## config.mk

```make
export PLATFORM = sky130hd
export DESIGN_NAME = ethtx_defer_ctrl
export DESIGN_NICKNAME = d
export VERILOG_FILES = /design/src/rtl/ethtx_defer_pkg.sv /design/src/rtl/ethtx_lfsr.sv /design/src/rtl/ethtx_gap_timer.sv /design/src/rtl/ethtx_slot_timer.sv /design/src/rtl/ethtx_defer_ctrl.sv
export SDC_FILE = /design/constraint.sdc
export NUM_CORES = 1
export LEC_CHECK = 0
export BUFFER_PORTS_ARGS = -buffer_cell sky130_fd_sc_hd__buf_2
export CAP_MARGIN = 20
export CORE_ASPECT_RATIO = 1.4
export CORE_UTILIZATION = 32
export DETAILED_ROUTE_END_ITERATION = 10
export PLACE_DENSITY = 0.46
export SYNTH_ARGS = -nofsm -noshare
export SYNTH_HDL_FRONTEND = slang
export SYNTH_SLANG_ARGS = --single-unit
```

## constraint.sdc

```tcl
create_clock -name clk -period 11.45 [get_ports clk]
set_clock_uncertainty 0.2 [all_clocks]
set_input_delay 0.5725 -clock clk [delete_from_list [all_inputs] [get_ports clk]]
set_output_delay 0.5725 -clock clk [all_outputs]
set_load 0.05 [all_outputs]
```

## src/rtl/ethtx_defer_pkg.sv

```systemverilog
package ethtx_defer_pkg;

  typedef enum logic [2:0] {
    S_IDLE,
    S_DEFER,
    S_TX,
    S_PREWAIT,
    S_JAM,
    S_BACKOFF
  } tx_state_e;

  typedef enum logic [1:0] {
    ST_NONE  = 2'd0,
    ST_OK    = 2'd1,
    ST_LATE  = 2'd2,
    ST_LIMIT = 2'd3
  } tx_status_e;

  // Largest backoff draw, in slots, after coll_n collisions: 2^min(n,cap) - 1
  function automatic int unsigned backoff_span(int unsigned coll_n, int unsigned cap);
    int unsigned k;
    k = (coll_n < cap) ? coll_n : cap;
    return (32'd1 << k) - 32'd1;
  endfunction

endpackage

```

## src/rtl/ethtx_lfsr.sv

```systemverilog
module ethtx_lfsr #(
  parameter int unsigned W     = 16,
  parameter logic [W-1:0] TAPS = 16'hB400,
  parameter logic [W-1:0] SEED = 16'h1D0F,
  parameter int unsigned OUT_W = 10
) (
  input  logic             clk,
  input  logic             rst_n,
  output logic [OUT_W-1:0] rnd
);
  logic [W-1:0] state;

  // Galois form, free running so the draw depends on when the collision lands
  always_ff @(posedge clk or negedge rst_n) begin
    if (!rst_n)        state <= SEED;
    else if (state[0]) state <= (state >> 1) ^ TAPS;
    else               state <= state >> 1;
  end

  assign rnd = state[OUT_W-1:0];

  a_r5_lfsr_alive: assert property (@(posedge clk) disable iff (!rst_n) state != '0);

endmodule

```

## src/rtl/ethtx_gap_timer.sv

```systemverilog
module ethtx_gap_timer #(
  parameter int unsigned IFG_BITS  = 96,
  parameter int unsigned HOLD_BITS = 64
) (
  input  logic clk,
  input  logic rst_n,
  input  logic tick,
  input  logic active,
  input  logic carrier,
  output logic done,
  output logic restart
);
  localparam int unsigned CW = $clog2(IFG_BITS);
  localparam logic [CW-1:0] LAST = CW'(IFG_BITS - 1);
  localparam logic [CW-1:0] HOLD = CW'(HOLD_BITS);

  logic [CW-1:0] gap_cnt;

  // Carrier inside the hold window throws the count away; after it, carrier is ignored
  assign restart = active & tick & carrier & (gap_cnt < HOLD);
  assign done    = active & tick & ~restart & (gap_cnt == LAST);

  always_ff @(posedge clk or negedge rst_n) begin
    if (!rst_n)                gap_cnt <= '0;
    else if (!active)          gap_cnt <= '0;
    else if (tick) begin
      if (restart || done)     gap_cnt <= '0;
      else                     gap_cnt <= gap_cnt + 1'b1;
    end
  end

  a_r2_restart_clears: assert property (@(posedge clk) disable iff (!rst_n)
    restart |=> (gap_cnt == '0));
  a_r9_gap_holds: assert property (@(posedge clk) disable iff (!rst_n)
    (active && !tick) |=> $stable(gap_cnt));

endmodule

```

## src/rtl/ethtx_slot_timer.sv

```systemverilog
module ethtx_slot_timer #(
  parameter int unsigned SLOT_BITS = 512,
  parameter int unsigned SW        = 10
) (
  input  logic          clk,
  input  logic          rst_n,
  input  logic          tick,
  input  logic          load,
  input  logic [SW-1:0] slots,
  output logic          busy,
  output logic          done
);
  localparam int unsigned BW = $clog2(SLOT_BITS);
  localparam logic [BW-1:0] LAST = BW'(SLOT_BITS - 1);

  logic [SW-1:0] slots_left;
  logic [BW-1:0] slot_bit;

  assign busy = (slots_left != '0);
  assign done = busy & tick & (slots_left == SW'(1)) & (slot_bit == LAST);

  always_ff @(posedge clk or negedge rst_n) begin
    if (!rst_n) begin
      slots_left <= '0;
      slot_bit   <= '0;
    end else if (load) begin
      slots_left <= slots;
      slot_bit   <= '0;
    end else if (busy && tick) begin
      if (slot_bit == LAST) begin
        slot_bit   <= '0;
        slots_left <= slots_left - 1'b1;
      end else begin
        slot_bit   <= slot_bit + 1'b1;
      end
    end
  end

  a_r5_load_when_idle: assert property (@(posedge clk) disable iff (!rst_n)
    load |-> !busy);
  a_r9_slot_holds: assert property (@(posedge clk) disable iff (!rst_n)
    (busy && !tick && !load) |=> ($stable(slots_left) && $stable(slot_bit)));

endmodule

```

## src/rtl/ethtx_defer_ctrl.sv

```systemverilog
module ethtx_defer_ctrl
  import ethtx_defer_pkg::*;
#(
  parameter int unsigned JAM_BITS      = 32,
  parameter int unsigned SLOT_BITS     = 512,
  parameter int unsigned COLL_WIN_BITS = 512,
  parameter int unsigned IFG_BITS      = 96,
  parameter int unsigned HOLD_BITS     = 64,
  parameter int unsigned MAX_ATTEMPTS  = 16,
  parameter int unsigned BACKOFF_CAP   = 10,
  parameter int unsigned LFSR_W        = 16,
  parameter logic [LFSR_W-1:0] LFSR_TAPS = 16'hB400,
  parameter logic [LFSR_W-1:0] LFSR_SEED = 16'h1D0F
) (
  input  logic       clk,
  input  logic       rst_n,
  input  logic       bit_tick,
  input  logic       frame_start,
  input  logic       tx_bit_vld,
  input  logic       coll_det,
  input  logic       carrier_sense,
  input  logic       in_preamble,
  output logic       jam_en,
  output logic       tx_allowed,
  output logic       retry_start,
  output logic       stat_vld,
  output logic [1:0] stat_code
);
  localparam int unsigned BW = $clog2(COLL_WIN_BITS + 1);
  localparam int unsigned JW = $clog2(JAM_BITS);
  localparam int unsigned AW = $clog2(MAX_ATTEMPTS + 1);
  localparam int unsigned SW = BACKOFF_CAP;
  localparam logic [BW-1:0] WIN      = BW'(COLL_WIN_BITS);
  localparam logic [JW-1:0] JAM_LAST = JW'(JAM_BITS - 1);
  localparam logic [AW-1:0] MAX_N    = AW'(MAX_ATTEMPTS);

  tx_state_e      st, st_nx;
  logic [BW-1:0]  bits_sent;
  logic [JW-1:0]  jam_cnt;
  logic [AW-1:0]  coll_n, coll_n_nx;
  logic           late_q;
  logic [SW-1:0]  rnd, bo_slots;
  logic           gap_done, gap_restart;
  logic           bo_busy, bo_done, bo_load;

  // Named internal events
  logic ev_coll, ev_jam_end, ev_frame_ok, ev_late, ev_limit, ev_pre_over;

  assign ev_coll     = (st == S_TX) & bit_tick & coll_det;
  assign ev_frame_ok = (st == S_TX) & bit_tick & ~coll_det & ~tx_bit_vld & (bits_sent != '0);
  assign ev_pre_over = (st == S_PREWAIT) & bit_tick & ~in_preamble;
  assign ev_jam_end  = (st == S_JAM) & bit_tick & (jam_cnt == JAM_LAST);
  assign coll_n_nx   = coll_n + 1'b1;
  assign ev_late     = ev_jam_end & late_q;
  assign ev_limit    = ev_jam_end & ~late_q & (coll_n_nx == MAX_N);
  assign bo_slots    = rnd & SW'(backoff_span(32'(coll_n_nx), BACKOFF_CAP));
  assign bo_load     = ev_jam_end & ~late_q & ~ev_limit & (bo_slots != '0);

  ethtx_lfsr #(
    .W(LFSR_W), .TAPS(LFSR_TAPS), .SEED(LFSR_SEED), .OUT_W(SW)
  ) u_lfsr (
    .clk(clk), .rst_n(rst_n), .rnd(rnd)
  );

  ethtx_gap_timer #(
    .IFG_BITS(IFG_BITS), .HOLD_BITS(HOLD_BITS)
  ) u_gap (
    .clk(clk), .rst_n(rst_n), .tick(bit_tick), .active(st == S_DEFER),
    .carrier(carrier_sense), .done(gap_done), .restart(gap_restart)
  );

  ethtx_slot_timer #(
    .SLOT_BITS(SLOT_BITS), .SW(SW)
  ) u_slot (
    .clk(clk), .rst_n(rst_n), .tick(bit_tick), .load(bo_load),
    .slots(bo_slots), .busy(bo_busy), .done(bo_done)
  );

  always_comb begin
    st_nx = st;
    case (st)
      S_IDLE:    if (frame_start) st_nx = S_DEFER;
      S_DEFER:   if (gap_done) st_nx = S_TX;
      S_TX: begin
        if (ev_coll)          st_nx = in_preamble ? S_PREWAIT : S_JAM;
        else if (ev_frame_ok) st_nx = S_IDLE;
      end
      S_PREWAIT: if (ev_pre_over) st_nx = S_JAM;
      S_JAM: begin
        if (ev_jam_end) begin
          if (ev_late || ev_limit)  st_nx = S_IDLE;
          else if (bo_slots == '0)  st_nx = S_DEFER;
          else                      st_nx = S_BACKOFF;
        end
      end
      S_BACKOFF: if (bo_done) st_nx = S_DEFER;
      default:   st_nx = S_IDLE;
    endcase
  end

  always_ff @(posedge clk or negedge rst_n) begin
    if (!rst_n) begin
      st          <= S_IDLE;
      bits_sent   <= '0;
      jam_cnt     <= '0;
      coll_n      <= '0;
      late_q      <= 1'b0;
      retry_start <= 1'b0;
      stat_vld    <= 1'b0;
      stat_code   <= ST_NONE;
    end else begin
      st <= st_nx;
      if (st == S_DEFER) bits_sent <= '0;
      else if ((st == S_TX) && bit_tick && !coll_det && tx_bit_vld && (bits_sent != WIN))
        bits_sent <= bits_sent + 1'b1;
      if (st != S_JAM)   jam_cnt <= '0;
      else if (bit_tick) jam_cnt <= jam_cnt + 1'b1;
      if ((st == S_IDLE) && frame_start) coll_n <= '0;
      else if (ev_jam_end && !late_q)    coll_n <= coll_n_nx;
      if (ev_coll) late_q <= (bits_sent == WIN);
      retry_start <= (st == S_DEFER) & gap_done & (coll_n != '0);
      stat_vld    <= ev_frame_ok | ev_late | ev_limit;
      if (ev_frame_ok)   stat_code <= ST_OK;
      else if (ev_late)  stat_code <= ST_LATE;
      else if (ev_limit) stat_code <= ST_LIMIT;
      else               stat_code <= ST_NONE;
    end
  end

  assign jam_en     = (st == S_JAM);
  assign tx_allowed = (st == S_TX) | (st == S_PREWAIT);

  a_r1_tx_after_defer: assert property (@(posedge clk) disable iff (!rst_n)
    $rose(tx_allowed) |-> $past(st == S_DEFER));
  a_r3_jam_excl: assert property (@(posedge clk) disable iff (!rst_n)
    jam_en |-> !tx_allowed);
  a_r4_jam_after_pre: assert property (@(posedge clk) disable iff (!rst_n)
    $rose(jam_en) |-> $past(!in_preamble));
  a_r5_retry_with_tx: assert property (@(posedge clk) disable iff (!rst_n)
    retry_start |-> tx_allowed);
  a_r6_late_after_jam: assert property (@(posedge clk) disable iff (!rst_n)
    (stat_vld && stat_code == ST_LATE) |-> $past(jam_en));
  a_r7_attempt_cap: assert property (@(posedge clk) disable iff (!rst_n)
    coll_n <= MAX_N);
  a_r8_stat_pulse: assert property (@(posedge clk) disable iff (!rst_n)
    stat_vld |=> !stat_vld);
  a_r10_start_ignored: assert property (@(posedge clk) disable iff (!rst_n)
    ((st == S_TX) && frame_start && !ev_coll && !ev_frame_ok) |=> (st == S_TX));

endmodule

```

==> results of run 1 <==
## flip-flops by register name (all words and copies together), names as in the netlist, 2 cells and up
name               cells
u_gap.gap_cnt          7
bits_sent             10
u_lfsr.state          16
u_slot.slots_left     10
stat_code              2
st                     3
u_slot.slot_bit        9
jam_cnt                5
coll_n                 5
## power breakdown
| part | switching [mW] | total, mW | internal [mW] |
|---|---|---|---|
| clock network | 0.104 | 0.279 | 0.174 |
| logic | 0.0404 | 0.0570 | 0.0166 |
| registers | 0.0118 | 0.266 | 0.254 |
| total | 0.157 | 0.601 | 0.445 |
## kinds of logic after synthesis
| logic type | Yosys count |
|---|---|
| xor gates and xnor gates | 26 |
| adders and majority gates | 12 |
| AOI/OAI and AO/OA | 74 |
| DFF | 70 |
| muxes | 14 |
| buffers and inverters | 38 |
| and+or+nand+nor | 165 |
## layer usage
layer	GRT usage, %	part of all wire (%)
met5	0	0
met4	5.43	1.7
met3	3.38	2.6
met2	24.2	51
met1	17.2	45
## cell type report
cell class / count / area (µm²)
Clock buffer: 11 / 243
Clock inverter: 5 / 58.8
Fill cell: 1178 / 7180
Inverter: 19 / 71.3
Multi-Input combinational cell: 291 / 1820
Sequential cell: 70 / 1760
Tap cell: 144 / 180
Timing Repair Buffer: 15 / 83.8
## placed cells by master, fill, tap and decap left out, types with 12 or more instances in the layout
master    n
dfrtp_1  62
xor2_1   16
nor2_1   42
nand2_1  33
o21ai_0  22
mux2i_1  12
inv_1    19
nor3_1   14
nand3_1  14
a21oi_1  19
ha_1     12
buf_2    13
## worst max-delay path by stage
stage	start	end	slack, ns	cells past startpoint
after floorplan	coll_n[0]	u_slot.slots_left[4]	7.78	14
after global placement	coll_n[0]	u_slot.slots_left[4]	6.94	11
after detailed placement	coll_n[0]	u_slot.slots_left[8]	7.28	12
after CTS	coll_n[0]	u_slot.slots_left[8]	7.26	12
after global routing	coll_n[0]	u_slot.slots_left[8]	7.01	12
final	coll_n[0]	u_slot.slots_left[8]	7.26	12
## per-stage QoR
stage | util [%] | setup WS (ns) | power (mW)
global placement | 34.3 | 6.94 | 0.327
floorplan | - | 7.78 | 0.308
CTS | 37.0 | 7.26 | 0.612
detailed placement | 34.4 | 7.28 | 0.328
finish | 37.0 | 7.26 | 0.601
global route | 37.0 | 7.01 | 0.629
==> impl_results.md, run 1 <==
- Status: completed
- Grt total ovfl: 0
- Crit path top cell by count: ha_1
- I/O pin count: 14
- CP max stage cell: or4b_1
- Row count: 46
- Post-route DRC violation count: 0
- Post-Syn Area: 3750 µm²
- Max Buffers Root-to-Sink: 2
- Initial antenna violation count: 0
- Post-CTS setup buffer count: 0
- Area leader, netlist: dfrtp_1
- Final hold vios: 0
- Yosys warning count: 0
- CP arrival: 4.20 ns
- Post-synthesis compound-gate area fraction: 11.5%
- Clock buffer count from CTS: 9
- Worst-Skew Late Latency: 0.33 ns
- Core Area: 11400 µm²
- Final wirelength: 7.85 mm
- Antenna viol nets, final: 0
- Avg WL per Cell: 14.1 µm
- Share of Yosys cell area claimed by the top area cell type: 41.3%
- Root Driver: clkbuf_16
- Worst Path Max Fanout: 15
- Multiplexer share of the synthesized area: 3.80%
- Post-Synth Simple-Gate Area: 22.7%
- Vias: 2807
- Hold Buf Count CTS: 0
- Reg2Reg Depth: 12
- Final HPWL DP: 5.54 mm
- Mean post-synth cell area: 9.41 µm²
- Total global-route track usage: 14.2%
- Lkg Pwr: 1.85 nW
- # resized after CTS: 0
- Synth-to-layout area growth: 12.4%
- RR Endpoint: u_slot.slots_left[8]
- Fmax: 0.239 GHz
- Buffers on Ports: 13
- Largest net degree at the start of global routing: 71
- H-tree level count: 3
- Post-Synth Adder-Cell Area: 4.00%
- Slew margin rel.: 39.8%
- Count leader, synth: dfrtp_1
- Die Y: 130 µm
- Number of non-filler instances in the completed layout: 555
- Post-Synthesis Net Count: 419
- Sequential fraction of the synthesis area: 46.9%
- Clk pin slew, worst setup/hold paths: 0.06 ns
- FF-to-FF Start: coll_n[0]
- Synth Area in XOR/XNOR: 6.27%
- # diodes: 0
- R2r setup slk: 7.26 ns
- Inst Count DP: 539
- FF+latch count, synth: 70
- Worst Hold Class: register to register
- Hold Crit Start: u_lfsr.state[15]
- Critical Path End Type: register
- Slowest stage delay, CP: 0.53 ns
- Final #Nets: 426
- Initial drt markers: 106
- Largest family of logic cells by synthesized area: simple AND/OR/NAND/NOR gates
- Ratio of cells with drive above 1 in the final layout: 10.2%
- Hold Slack: 0.150 ns
- Crit path buffers/inverters: 1
- Finished Cell Area: 4220 µm²
- Worst Setup Path Type: register to register
- Final setup fails: 0
- Startpoint types: register
- Synthesized instance count: 399
- Ys async rst share: 100%
- Maximum VDD drop: 78.9 µV
- Area after DPL: 3920 µm²
- Post-route clock period utilization: 36.6%
- Drt via density: 5.06
- Hold EP: u_lfsr.state[14]
- Worst Hold Path Cells: 0
- Tmin final: 4.19 ns
- Starting Density: 32.9%
- Cell family with most CP delay: simple AND/OR/NAND/NOR gates
- Global placement routability congestion: 0.797
- DRT Pass-1 Iters: 4
- Vias in the first global route: 2692
- Top FF cell, synth: dfrtp_1
- RSZ-0062 raised after global routing: false
- Max Cap Violations: 0
- TritonCTS clock tree: built
- Synth top cells by count: dfrtp_1 (62), nor2_1 (42), nand2_1 (33)
- Die X: 93.5 µm
- Cell Pwr Density: 143 nW/µm²
- Crit-path cells: ha_1, and4_1, nor2b_1, a21oi_1, or2_2, ha_1, or4b_1, a31oi_1, nor3_1, a31oi_2, buf_6, mux2_1
- Worst-Margin Slew: 0.903 ns
- Synth cell types: 50
- EDFF count, synth: 0
- Num Clock Sinks: 70
- DIE AREA: 12200 µm²
- First-pass GRT wire length: 13.3 mm
- CP required: 11.46 ns
- Fin Setup TNS: 0 ns
- Main area contributors after synthesis: dfrtp_1 (41%), dfstp_2 (5.6%), nor2_1 (4.2%), ha_1 (4.0%), xor2_1 (3.7%)
- Slew Limit Fails: 0
No activity file was read; power rests on OpenSTA's default activity.
==> run 2: changes to the inputs <==
--- a/config.mk
+++ b/config.mk
@@ -10,7 +10,7 @@
 export CORE_ASPECT_RATIO = 1.4
 export CORE_UTILIZATION = 32
 export DETAILED_ROUTE_END_ITERATION = 10
-export PLACE_DENSITY = 0.46
+export PLACE_DENSITY = 0.47
 export SYNTH_ARGS = -nofsm -noshare
 export SYNTH_HDL_FRONTEND = slang
 export SYNTH_SLANG_ARGS = --single-unit
==> constraint.sdc (replaced) <==
create_clock -name clk -period 3.8 [get_ports clk]
set_clock_uncertainty 0.2 [all_clocks]
set_input_delay 0.19 -clock clk [delete_from_list [all_inputs] [get_ports clk]]
set_output_delay 0.19 -clock clk [all_outputs]
set_load 0.05 [all_outputs]
==> run 2 against run 1 <==
  * Sequential share of layout area fell by 1.2 points
  * Cell count rose by 2.3%
  * Maximum frequency rose by 17%
  * Die area did not move
  * Register-to-register slack got worse by 7.0 ns
  * Core utilization rose by 1.1 points
  * Sequential power rose to 3.0 times the previous value
  * Count of clock-buffer cells in the layout did not move
  * Highest routed layer unchanged
  * Total power rose to 3.1 times the previous value
  * Global-route usage rose by 0.17 points
==> impl_results.md, run 2 (synthesized netlist as in run 1, its figures left out) <==
- Status: completed
- Num Clock Sinks: 70
- Worst Path Max Fanout: 14
- Cell Pwr Density: 432 nW/µm²
- Core Area: 11400 µm²
- Synth-to-layout area growth: 15.9%
- Die X: 93.5 µm
- First-pass GRT wire length: 13.3 mm
- Starting Density: 32.9%
- Clock buffer count from CTS: 9
- Inst Count DP: 550
- FF+latch area: 1760 µm²
- Tmin final: 3.57 ns
- Largest registers: u_lfsr.state: 16 flops, bits_sent: 10 flops, u_slot.slots_left: 10 flops
- Avg WL per Cell: 13.9 µm
- Startpoint types: register
- Number of non-filler instances in the completed layout: 568
- RSZ-0062 raised after global routing: false
- Clk pin slew, worst setup/hold paths: 0.06 ns
- Grt total ovfl: 0
- Worst Hold Path Cells: 4
- Fmax: 0.280 GHz
- Area after DPL: 4000 µm²
- Antenna viol nets, final: 0
- Post-route DRC violation count: 0
- Critical Path End Type: register
- Worst Setup Path Type: register to register
- DIE AREA: 12200 µm²
- Vias in the first global route: 2846
- Final hold vios: 0
- Row count: 46
- Area occupied by multi-input gates: 1820 µm²
- H-tree level count: 3
- CP arrival: 3.62 ns
- Initial antenna violation count: 0
- Drt via density: 5.07
- Fin util: 38.2%
- Total global-route track usage: 14.3%
- DRT Pass-1 Iters: 4
- I/O pin count: 14
- Worst-Skew Late Latency: 0.33 ns
- CP required: 3.85 ns
- Lkg Pwr: 1.93 nW
- Largest net degree at the start of global routing: 27
- Root Driver: clkbuf_16
- Ratio of cells with drive above 1 in the final layout: 12.7%
- Final HPWL DP: 5.85 mm
- Slew margin rel.: 46.3%
- Vias: 2877
- Fin Setup TNS: 0 ns
- Final wirelength: 7.88 mm
- Worst Hold Class: primary input to register
- Die Y: 130 µm
- Final #Nets: 439
- Max reg flops: 16
- Largest Register: u_lfsr.state
- # diodes: 0
- Global placement routability congestion: 0.795
- Most common cell after layout, fill and taps aside: dfrtp_1
- Post-route clock period utilization: 93.9%
- Post-CTS setup buffer count: 0
- Reg2Reg Depth: 11
- TritonCTS clock tree: built
- Fill count: 1169
- Initial drt markers: 100
- Final setup fails: 0
- Slew Limit Fails: 0
- Worst-Margin Slew: 0.803 ns
- Finished Cell Area: 4350 µm²
- Commonest cells after routing, fill and taps aside: dfrtp_1 (62), nor2_1 (42), nand2_1 (33), o21ai_0 (22)
- Max Cap Violations: 0
- Max Buffers Root-to-Sink: 2
- Maximum VDD drop: 244 µV
- Buffers on Ports: 13
-- run 2: cell count changes in the layout (fill, tap and decap cells not counted), sizes merged --
| cell | before | now |
|---|---|---|
| dlygate4sd3 | 0 | 2 |
| buf | 15 | 26 |
| bufinv | 1 | 2 |
| clkinv | 2 | 1 |
-- run 2: power by group --
part / leakage (nW) / internal [mW] / switching [mW]
clock network: 0.152 / 0.593 / 0.313
logic: 0.841 / 0.0521 / 0.121
registers: 0.935 / 0.765 / 0.0338
-- run 2: layout make-up --
class                           instances  area share, %
Multi-Input combinational cell        291           41.9
Clock inverter                          5           1.93
Tap cell                              144           4.14
Clock buffer                           11           5.58
Sequential cell                        70           40.5
Inverter                               19           1.64
Timing Repair Buffer                   28           4.29
-- run 2: per-stage QoR --
step	hold slack (ns)	power [mW]	setup slack (ns)
6_report	0.0818	1.88	0.233
3_3_place_gp	0.00593	0.985	0.239
2_1_floorplan	-0.306	0.928	0.126
4_1_cts	0.0744	1.91	0.149
5_1_grt	0.112	1.96	0.0226
3_5_place_dp	-0.000340	0.985	0.164
-- run 2: per-layer routing --
metal	vias to the layer above	routed length [µm]	track usage [%]
met1	1388	3610	16.7
met5	-	0	0
met4	0	268	9.32
li1	1435	-	-
met3	19	180	2.68
met2	35	3830	24.1
-- run 2: path summary, 6_finish.rpt --
kind                                  start              endpoint  slack [ns]
setup / recovery                  coll_n[0]  u_slot.slots_left[1]        0.23
hold / removal                  in_preamble                 st[1]        0.08
setup reg to reg                  coll_n[0]  u_slot.slots_left[1]        0.23
hold reg to reg            u_lfsr.state[12]      u_lfsr.state[11]        0.16
max in group asynchronous             rst_n      u_lfsr.state[12]        2.46
min in group asynchronous             rst_n       u_lfsr.state[9]        0.18
-- run 2: critical path: stages (launching register included) --
cell and delay [ns]:
dfrtp_1 0.43, inv_1 0.12, ha_1 0.32, nand2b_1 0.22, or2_2 0.34, ha_1 0.27
or4b_1 0.53, a31oi_1 0.22, nor3_1 0.11, a31oi_2 0.30, buf_6 0.23, mux2i_1 0.20
-- run 2: what timing repair did --
item	CTS	global route
hold buffers	2	0
hold endpoints to repair	22	0
endpoints found under the setup margin	0	4
gates resized for setup	0	2
==> run 3: changes to the inputs <==
--- a/config.mk
+++ b/config.mk
@@ -8,6 +8,7 @@
 export BUFFER_PORTS_ARGS = -buffer_cell sky130_fd_sc_hd__buf_2
 export CAP_MARGIN = 20
 export CORE_ASPECT_RATIO = 1.4
+export CORE_MARGIN = 2
 export CORE_UTILIZATION = 32
 export DETAILED_ROUTE_END_ITERATION = 10
 export PLACE_DENSITY = 0.47
==> run 3 against run 2 <==
  * Critical path depth is 3 higher
  * Cell count grew 0.18%
  * Sequential share of layout area fell by 0.36 points
  * Register-to-register slack is essentially flat
  * Sequential cell count did not move
  * Combinational power hardly changed
  * Global-route usage fell by 0.13 points
  * Largest power group unchanged
  * Cell area is 1.0% higher
  * Via count rose by 1.1%
  * Total power increased by 3.8%
==> impl_results.md, run 3 (synthesized netlist as in run 1, its figures left out) <==
- Status: completed
- First-pass GRT wire length: 13.9 mm
- H-tree level count: 3
- Total global-route track usage: 14.2%
- Inst Count DP: 549
- Final #Nets: 440
- Final HPWL DP: 5.96 mm
- Root Driver: clkbuf_16
- FF-to-FF Start: coll_n[0]
- Worst-Margin Slew: 0.889 ns
- Slew margin rel.: 40.7%
- I/O pin count: 14
- Crit path top cell by count: a21oi_1
- Hold Slack: 0.0875 ns
- Hold EP: late_q
- Vias in the first global route: 2822
- Initial antenna violation count: 0
- Die X: 95.5 µm
- Vias: 2909
- Final setup fails: 0
- Die Y: 132 µm
- Grt total ovfl: 0
- Avg WL per Cell: 14.4 µm
- Worst-Skew Late Latency: 0.34 ns
- Startpoint types: register
- Max Cap Violations: 0
- RR Endpoint: u_slot.slot_bit[3]
- Antenna viol nets, final: 0
- Initial drt markers: 94
- Slowest stage delay, CP: 0.54 ns
- Finished Cell Area: 4390 µm²
- Most common cell after layout, fill and taps aside: dfrtp_1
- Largest Register: u_lfsr.state
- Buffers on Ports: 13
- R2r setup slk: 0.22 ns
- Max Buffers Root-to-Sink: 2
- Critical Path End Type: register
- # diodes: 0
- Worst Hold Path Cells: 4
- Post-route clock period utilization: 94.2%
- Number of non-filler instances in the completed layout: 569
- Num Clock Sinks: 70
- DRT Pass-1 Iters: 4
- CP required: 3.81 ns
- Row count: 46
- Lkg Pwr: 1.95 nW
- Starting Density: 32.9%
- DIE AREA: 12600 µm²
- Final hold vios: 0
- Largest registers: u_lfsr.state: 16 flops, bits_sent: 10 flops, u_slot.slots_left: 10 flops
- Pre-CTS WS: 0.0863 ns
- Drt via density: 5.11
- CP max stage cell: or4b_1
- TritonCTS clock tree: built
- Slew Limit Fails: 0
- Crit-path cells: ha_2, buf_4, nor2_1, a21o_1, a21oi_1, or2_2, ha_1, or4b_1, a31oi_1, nor3_1, a31oi_2, buf_6, buf_12, a21oi_1
- Synth-to-layout area growth: 17.1%
- Fin Setup TNS: 0 ns
- Tmin final: 3.58 ns
- Worst Setup Path Type: register to register
- Global placement routability congestion: 0.767
- Hold Crit Start: coll_det
- CP arrival: 3.59 ns
- Worst Path Max Fanout: 10
- Maximum VDD drop: 226 µV
- Clk pin slew, worst setup/hold paths: 0.06 ns
- Fmax: 0.279 GHz
- Post-route DRC violation count: 0
- Core Area: 11400 µm²
- Area after DPL: 3990 µm²
- Clock buffer count from CTS: 9
- Max reg flops: 16
- Reg2Reg Depth: 14
- Ratio of cells with drive above 1 in the final layout: 13.4%
- Final worst slack: 0.221 ns
- Cell Pwr Density: 444 nW/µm²
- Worst Hold Class: primary input to register
- Largest net degree at the start of global routing: 40
- Final wirelength: 8.20 mm
- Commonest cells after routing, fill and taps aside: dfrtp_1 (60), nor2_1 (42), nand2_1 (33), o21ai_0 (22)
==> run 3: cell types whose count changed in the layout (fill, tap and decap cells not counted) <==
cell        before  now
buf_12           0    1
bufinv_16        2    3
clkinvlp_4       2    1
dfrtp_1         62   60
dfrtp_2          0    2
==> run 3: worst max path at each step <==
stage / from / to / slack, ns / cells after the start
final: coll_n[0] / u_slot.slot_bit[3] / 0.22 / 14
after global routing: coll_n[0] / u_slot.slots_left[1] / -0.002 / 13
after CTS: coll_n[0] / u_slot.slots_left[1] / 0.07 / 13
after detailed placement: coll_n[0] / u_slot.slots_left[1] / 0.09 / 13
after global placement: coll_n[0] / u_slot.slots_left[3] / 0.20 / 13
after floorplan: coll_n[0] / u_slot.slots_left[4] / 0.13 / 14
==> run 3: layout make-up <==
| type | count | area (µm²) |
|---|---|---|
| multi-input combinational | 291 | 1820 |
| fill | 1187 | 7000 |
| inverter | 19 | 71.3 |
| sequential | 70 | 1760 |
| tap | 144 | 180 |
| clock buffer | 11 | 243 |
| clock inverter | 5 | 106 |
| timing repair buffer | 29 | 206 |
==> run 3: per-layer routing <==
metal | part of all wire (%) | track usage [%] | up-vias
li1 | - | - | 1442
met1 | 46 | 17.9 | 1422
met2 | 50 | 23.2 | 31
met3 | 2.2 | 2.92 | 14
met4 | 2.0 | 6.11 | 0
met5 | 0 | 0 | -
==> run 3: repair_timing <==
item / CTS / global route
endpoints found under the hold margin: 31 / 0
gates resized for setup: 0 / 4
setup buffers: 0 / 2
setup endpoints to repair: 0 / 18
hold buffers: 2 / 0
==> run 3: worst max-delay path: cells and delay by family (launching register included) <==
kind	cells	cell delay [ns]
buf+inv	3	0.49
flops	1	0.44
compound gates	5	0.76
fa+ha+maj	2	0.53
simple gates	4	1.03
==> run 3: where the power goes <==
group | internal [mW] | leakage (nW) | total, mW | switching [mW]
Clock | 0.660 | 0.166 | 0.977 | 0.317
Combinational | 0.0522 | 0.850 | 0.174 | 0.122
Sequential | 0.765 | 0.932 | 0.798 | 0.0333
==> run 3: per-stage QoR <==
step / utilization [%] / power [mW]
after global routing: 38.6 / 2.04
after floorplan: - / 0.928
final: 38.6 / 1.95
after detailed placement: 35.0 / 0.986
after global placement: 35.0 / 0.985
after CTS: 38.2 / 1.98
